$ cat src/rtl/rstseq_pkg.sv
package rstseq_pkg;
    typedef enum logic [2:0] {
        ST_IDLE  = 3'd0,
        ST_DELAY = 3'd1,
        ST_HOLD  = 3'd2,
        ST_LOCK  = 3'd3,
        ST_TAIL  = 3'd4
    } seq_state_t;
endpackage

$ cat src/rtl/sync2.sv
module sync2 #(
    parameter int W = 1
) (
    input  logic         clk,
    input  logic         rst_n,
    input  logic [W-1:0] d,
    output logic [W-1:0] q
);
    logic [W-1:0] stage1;

    always_ff @(posedge clk or negedge rst_n) begin
        if (!rst_n) begin
            stage1 <= '0;
            q      <= '0;
        end else begin
            stage1 <= d;
            q      <= stage1;
        end
    end
endmodule

$ cat src/rtl/tick_filter.sv
module tick_filter #(
    parameter int MIN_TICKS = 4
) (
    input  logic clk,
    input  logic rst_n,
    input  logic enable,
    input  logic tick,
    input  logic level,
    output logic qualified
);
    localparam int CW = $clog2(MIN_TICKS + 1);

    logic [CW-1:0] run_cnt;

    // run_cnt counts consecutive ticks with level high; any low level clears it
    always_ff @(posedge clk or negedge rst_n) begin
        if (!rst_n) begin
            run_cnt <= '0;
        end else if (!enable || !level) begin
            run_cnt <= '0;
        end else if (tick && run_cnt != CW'(MIN_TICKS)) begin
            run_cnt <= run_cnt + CW'(1);
        end
    end

    assign qualified = enable && level && tick && (run_cnt == CW'(MIN_TICKS - 1));
endmodule

$ cat src/rtl/span_timer.sv
module span_timer #(
    parameter int W = 8
) (
    input  logic         clk,
    input  logic         rst_n,
    input  logic         load,
    input  logic [W-1:0] load_val,
    input  logic         step,
    output logic [W-1:0] remaining
);
    always_ff @(posedge clk or negedge rst_n) begin
        if (!rst_n) begin
            remaining <= '0;
        end else if (load) begin
            remaining <= load_val;
        end else if (step && remaining != '0) begin
            remaining <= remaining - W'(1);
        end
    end
endmodule

$ cat src/rtl/gpio_reset_seq.sv
module gpio_reset_seq
    import rstseq_pkg::*;
#(
    parameter int MIN_TICKS   = 4,
    parameter int DELAY_TICKS = 3,
    parameter int HOLD_UNIT   = 512,
    parameter int N_W         = 4
) (
    input  logic           clk,
    input  logic           rst_n,
    input  logic           ref_tick,
    input  logic           pin_in,
    input  logic           arm_set,
    input  logic           status_clr,
    input  logic [N_W-1:0] mult_n,
    input  logic           freq_chg,
    input  logic           pll_lock,
    output logic           pin_level,
    output logic           armed,
    output logic           fired,
    output logic           rst_out_n
);
    localparam int DLY_W  = $clog2(DELAY_TICKS + 1);
    localparam int HOLD_W = $clog2(HOLD_UNIT) + N_W + 1;

    logic [2:0]        sync_q;
    logic              pin_s, lock_s, fchg_s;
    seq_state_t        state_q, state_d;
    logic              qualified;
    logic              go_delay, go_hold, hold_last;
    logic [DLY_W-1:0]  dly_left;
    logic [HOLD_W-1:0] hold_left, hold_target;
    logic [N_W-1:0]    n_eff;
    logic              need_lock_q;

    sync2 #(.W(3)) u_sync (
        .clk   (clk),
        .rst_n (rst_n),
        .d     ({freq_chg, pll_lock, pin_in}),
        .q     (sync_q)
    );
    assign pin_s  = sync_q[0];
    assign lock_s = sync_q[1];
    assign fchg_s = sync_q[2];
    assign pin_level = pin_s;

    tick_filter #(.MIN_TICKS(MIN_TICKS)) u_filt (
        .clk       (clk),
        .rst_n     (rst_n),
        .enable    (armed && state_q == ST_IDLE),
        .tick      (ref_tick),
        .level     (pin_s),
        .qualified (qualified)
    );

    assign n_eff       = (mult_n == '0) ? N_W'(1) : mult_n;
    assign hold_target = HOLD_W'(HOLD_UNIT) * HOLD_W'(n_eff);

    assign go_delay  = (state_q == ST_IDLE) && qualified;
    assign go_hold   = (state_q == ST_DELAY) && ref_tick && (dly_left == DLY_W'(1));
    assign hold_last = (state_q == ST_HOLD) && (hold_left == HOLD_W'(1));

    span_timer #(.W(DLY_W)) u_dly (
        .clk       (clk),
        .rst_n     (rst_n),
        .load      (go_delay),
        .load_val  (DLY_W'(DELAY_TICKS)),
        .step      (ref_tick && state_q == ST_DELAY),
        .remaining (dly_left)
    );

    span_timer #(.W(HOLD_W)) u_hold (
        .clk       (clk),
        .rst_n     (rst_n),
        .load      (go_hold),
        .load_val  (hold_target),
        .step      (state_q == ST_HOLD),
        .remaining (hold_left)
    );

    // next-state logic
    always_comb begin
        state_d = state_q;
        unique case (state_q)
            ST_IDLE:  if (go_delay) state_d = ST_DELAY;
            ST_DELAY: if (go_hold) state_d = ST_HOLD;
            ST_HOLD:  if (hold_last) state_d = need_lock_q ? ST_LOCK : ST_TAIL;
            ST_LOCK:  if (lock_s) state_d = ST_TAIL;
            ST_TAIL:  if (ref_tick) state_d = ST_IDLE;
            default:  state_d = ST_IDLE;
        endcase
    end

    // state register
    always_ff @(posedge clk or negedge rst_n) begin
        if (!rst_n) state_q <= ST_IDLE;
        else        state_q <= state_d;
    end

    // registered outputs and latched event context
    always_ff @(posedge clk or negedge rst_n) begin
        if (!rst_n) begin
            rst_out_n   <= 1'b1;
            armed       <= 1'b0;
            fired       <= 1'b0;
            need_lock_q <= 1'b0;
        end else begin
            rst_out_n <= !(state_d == ST_HOLD || state_d == ST_LOCK || state_d == ST_TAIL);
            if (go_hold) begin
                armed       <= 1'b0;
                fired       <= 1'b1;
                need_lock_q <= fchg_s;
            end else begin
                if (arm_set && state_q == ST_IDLE) armed <= 1'b1;
                if (status_clr) fired <= 1'b0;
            end
        end
    end
endmodule

$ cat config.mk
export PLATFORM = sky130hd
export DESIGN_NAME = gpio_reset_seq
export DESIGN_NICKNAME = d
export VERILOG_FILES = /design/src/rtl/rstseq_pkg.sv /design/src/rtl/sync2.sv /design/src/rtl/tick_filter.sv /design/src/rtl/span_timer.sv /design/src/rtl/gpio_reset_seq.sv
export SDC_FILE = /design/constraint.sdc
export NUM_CORES = 1
export LEC_CHECK = 0
export BUFFER_PORTS_ARGS = -buffer_cell sky130_fd_sc_hd__buf_2
export CAP_MARGIN = 20
export CORE_MARGIN = 2
export CORE_UTILIZATION = 60
export CTS_BUF_LIST = sky130_fd_sc_hd__clkbuf_8
export CTS_CLUSTER_SIZE = 8
export DETAILED_ROUTE_END_ITERATION = 8
export MAX_ROUTING_LAYER = met4
export PLACE_DENSITY = 0.81
export REMOVE_ABC_BUFFERS = 1
export SLEW_MARGIN = 10
export SYNTH_ARGS = -nofsm -noshare
export SYNTH_HDL_FRONTEND = slang
export SYNTH_HIERARCHICAL = 1
export SYNTH_SLANG_ARGS = --single-unit
$ cat constraint.sdc
create_clock -name clk -period 2.2 [get_ports clk]
set_input_delay 0.44 -clock clk [delete_from_list [all_inputs] [get_ports clk]]
set_output_delay 0.44 -clock clk [all_outputs]
set_load 0.03 [all_outputs]
==> results_dict.tcl <==
set metrics [dict create \
    syn-mean-instance-area_um2 9.77 \
    dieArea_um2 3590 \
    cts_resized 0 \
    synth_top_family_by_area "simple AND/OR/NAND/NOR gates" \
    met2_usage_pct 39.4 \
    dieWidth_um 59.9 \
    grt_usage_pct 25.1 \
    fin_skew_ps 6.51 \
    setup_viol_count_final 0 \
    start_util_pct 62.5 \
    worst_setup_path_start_kind "flop" \
    area_growth_pct 11.4 \
    fin_nets 235 \
    synth_area_um2 1880 \
    synth_xor_area_share_pct 0.467 \
    ys_seq_elements 32 \
    grt_pass1_vias 1461 \
    ys_top_cells_by_area "dfrtp_1 41%, ha_1 3.3%, inv_1 2.8%" \
    synth_edf_count 0 \
    gp_congestion 0.883 \
    synth-compound-area-share_pct 16.7 \
    drc 0 \
    worst-setup-path-type "flop to flop" \
    overflow 0 \
    min_period_ps 1960 \
    cp.arrival_ps 2090 \
    yosys_warnings 6 \
    grt_pass1_wl_um 6470 \
    drive_gt1_share_pct 16.5 \
    setup-tns-final_ps 0 \
    use_met1_pct 30.8 \
    min_path_type "input pin to async pin" \
    synthFlopType "dfrtp_1" \
    viasPerCell 6.16 \
    cpPeakStageDelay_ps 450 \
    cts_root_buf "clkbuf_8" \
    cts_buffer_depth 2 \
    cts_tree "done" \
    required_ps 2330 \
    dr.pass1.iters 4 \
    ir_worst_vdd_mv 0.477 \
    drt-initial-drc-count 116 \
    cp-end-kind "flop" \
    synth_top_area_cell "dfrtp_1" \
    rows 20 \
    ys_seq_area_share_pct 42.8 \
    routed_wl_um 3810 \
    dp_slack_ps 172 \
    synthCells 192 \
    post-cts-setup-buffers 0 \
    clk_latency_ps 280 \
    power.density_nw_per_um2 1020 \
    vias 1547 \
    max_freq_mhz 510 \
    crit_slowest_cell "dfrtp_1" \
    async_reset_ff_share_pct 100 \
    synth_top_area_share_pct 41.4 \
    rsz0062_at_grt "false" \
    antenna_found_initial 0 \
    io_pins 16 \
    synth-simple-area-share_pct 29.2 \
    yosys.area_share.adder_pct 3.34 \
    hpwl_um 2700 \
    cts_inserted_buffers 5 \
    avgRoutedWirePerCell_um 15.2 \
    hold_viol 0 \
    slew_violations 0 \
    status "completed" \
    ctsHoldBuffers 0 \
    synth.distinct_cells 55 \
    antenna_left 0 \
    path_clk_slew_ps 70 \
    crit_fanout 29 \
    tightest_slew_ps 692 \
    clkSinkCount 32 \
    slew_headroom_pct 53.9 \
    yosys.cell_count.top_type "dfrtp_1" \
    busiest_layer "met2" \
    rr_worst_depth 6 \
    fin_ws_ps 241 \
    period_share_pct 89.1 \
    cts_htree_levels 2 \
    io_buffers 15 \
    grt_max_degree 33 \
    synth_common_cells "31 x dfrtp_1, 14 x inv_1, 13 x nand2_1, 11 x nor2_1, 9 x nor3_1" \
    synth_mux_area_share_pct 1.87 \
    core-area_um2 3000 \
    die_h_um 59.9 \
    cap_violations 0 \
    met3_usage_pct 5.63 \
    insertedDiodeCount 0 \
    p_leak_nw 0.895 \
    path_cells "and4bb_4 > and3_1 > buf_12 > inv_1 > a31oi_1 > o311ai_0" \
]
==> where the power goes <==
part,leakage [nW],switching [mW],internal [mW]
logic,0.479,0.354,0.330
clock network,0.0452,0.198,0.210
registers,0.371,0.267,0.776
total,0.895,0.819,1.32
==> routing by layer <==
metal  part of all wire (%)  routed length, um
met5                      0                  0
met4                    2.4                 92
met3                    5.1                194
met2                     51               1930
met1                     42               1590
==> worst paths after layout <==
path | start | end | slack (ps)
max in group asynchronous | rst_n | u_sync/q[2] | 1550
worst max-delay path | state_q[1] | u_hold/remaining[3] | 240
worst min register to register | u_sync/stage1[1] | u_sync/q[1] | 350
worst min-delay path | rst_n | u_hold/remaining[5] | 210
worst max register to register | state_q[1] | u_hold/remaining[3] | 240
min in group clk | pll_lock | u_sync/stage1[1] | 260
==> critical path: cells and delay by family (launching register included) <==
kind,cells,cell delay [ps]
compound gates,2,370
buf+inv,2,420
flops,1,450
simple gates,2,580
==> cells by family (layout without fill, tap and decap cells) <==
logic type / Yosys count / count (layout)
AO/OA/AOI/OAI: 41 / 41
multiplexers: 3 / 3
AND/OR/NAND/NOR: 86 / 86
XOR/XNOR: 1 / 1
flip-flops: 32 / 32
adder cells (fa/ha/maj): 5 / 5
buffers and inverters: 22 / 38
other: 2 / 12
==> per-stage QoR <==
stage | power [mW] | utilization (%) | hold WS, ps | instance area (um^2) | cells
floorplan | 1.50 | - | 144 | 1870 | 194
global route | 2.29 | 69.6 | 257 | 2090 | 251
global placement | 1.67 | 67.0 | 332 | 2010 | 244
finish | 2.13 | 69.6 | 208 | 2090 | 251
CTS | 2.14 | 69.6 | 237 | 2090 | 251
detailed placement | 1.73 | 67.0 | 335 | 2010 | 244
==> flip-flops by register name (all words and copies together) (netlist names) <==
signal / cells
armed: 1
fired: 1
need_lock_q: 1
rst_out_n: 1
state_q: 3
u_dly/remaining: 2
u_filt/run_cnt: 3
u_hold/remaining: 14
u_sync/q: 3
u_sync/stage1: 3
==> cell usage in the layout, fill, tap and decap left out, types with 2 or more instances in the layout <==
cell,instances
a21oi_1,7
a31oi_1,5
and2_1,6
buf_2,15
clkbuf_8,5
conb_1,12
dfrtp_1,31
ha_1,5
inv_1,15
mux2i_1,2
nand2_1,13
nand2b_1,4
nand3_1,6
nand3b_1,2
nand4_1,3
nor2_1,11
nor2b_1,5
nor3_1,9
nor3b_2,2
nor4_1,5
nor4b_1,2
o211ai_1,3
o21ai_0,4
o311ai_0,5
o41ai_1,3
or4_1,5
or4b_1,2
==> area by class of cell <==
cell class / instances / area, um^2
sequential: 32 / 802
tap: 33 / 41.3
fill: 240 / 913
clock inverter: 2 / 8.76
multi-input combinational: 148 / 1010
clock buffer: 5 / 68.8
inverter: 14 / 52.6
timing repair buffer: 17 / 103
No activity file was read; power rests on OpenSTA's default activity.
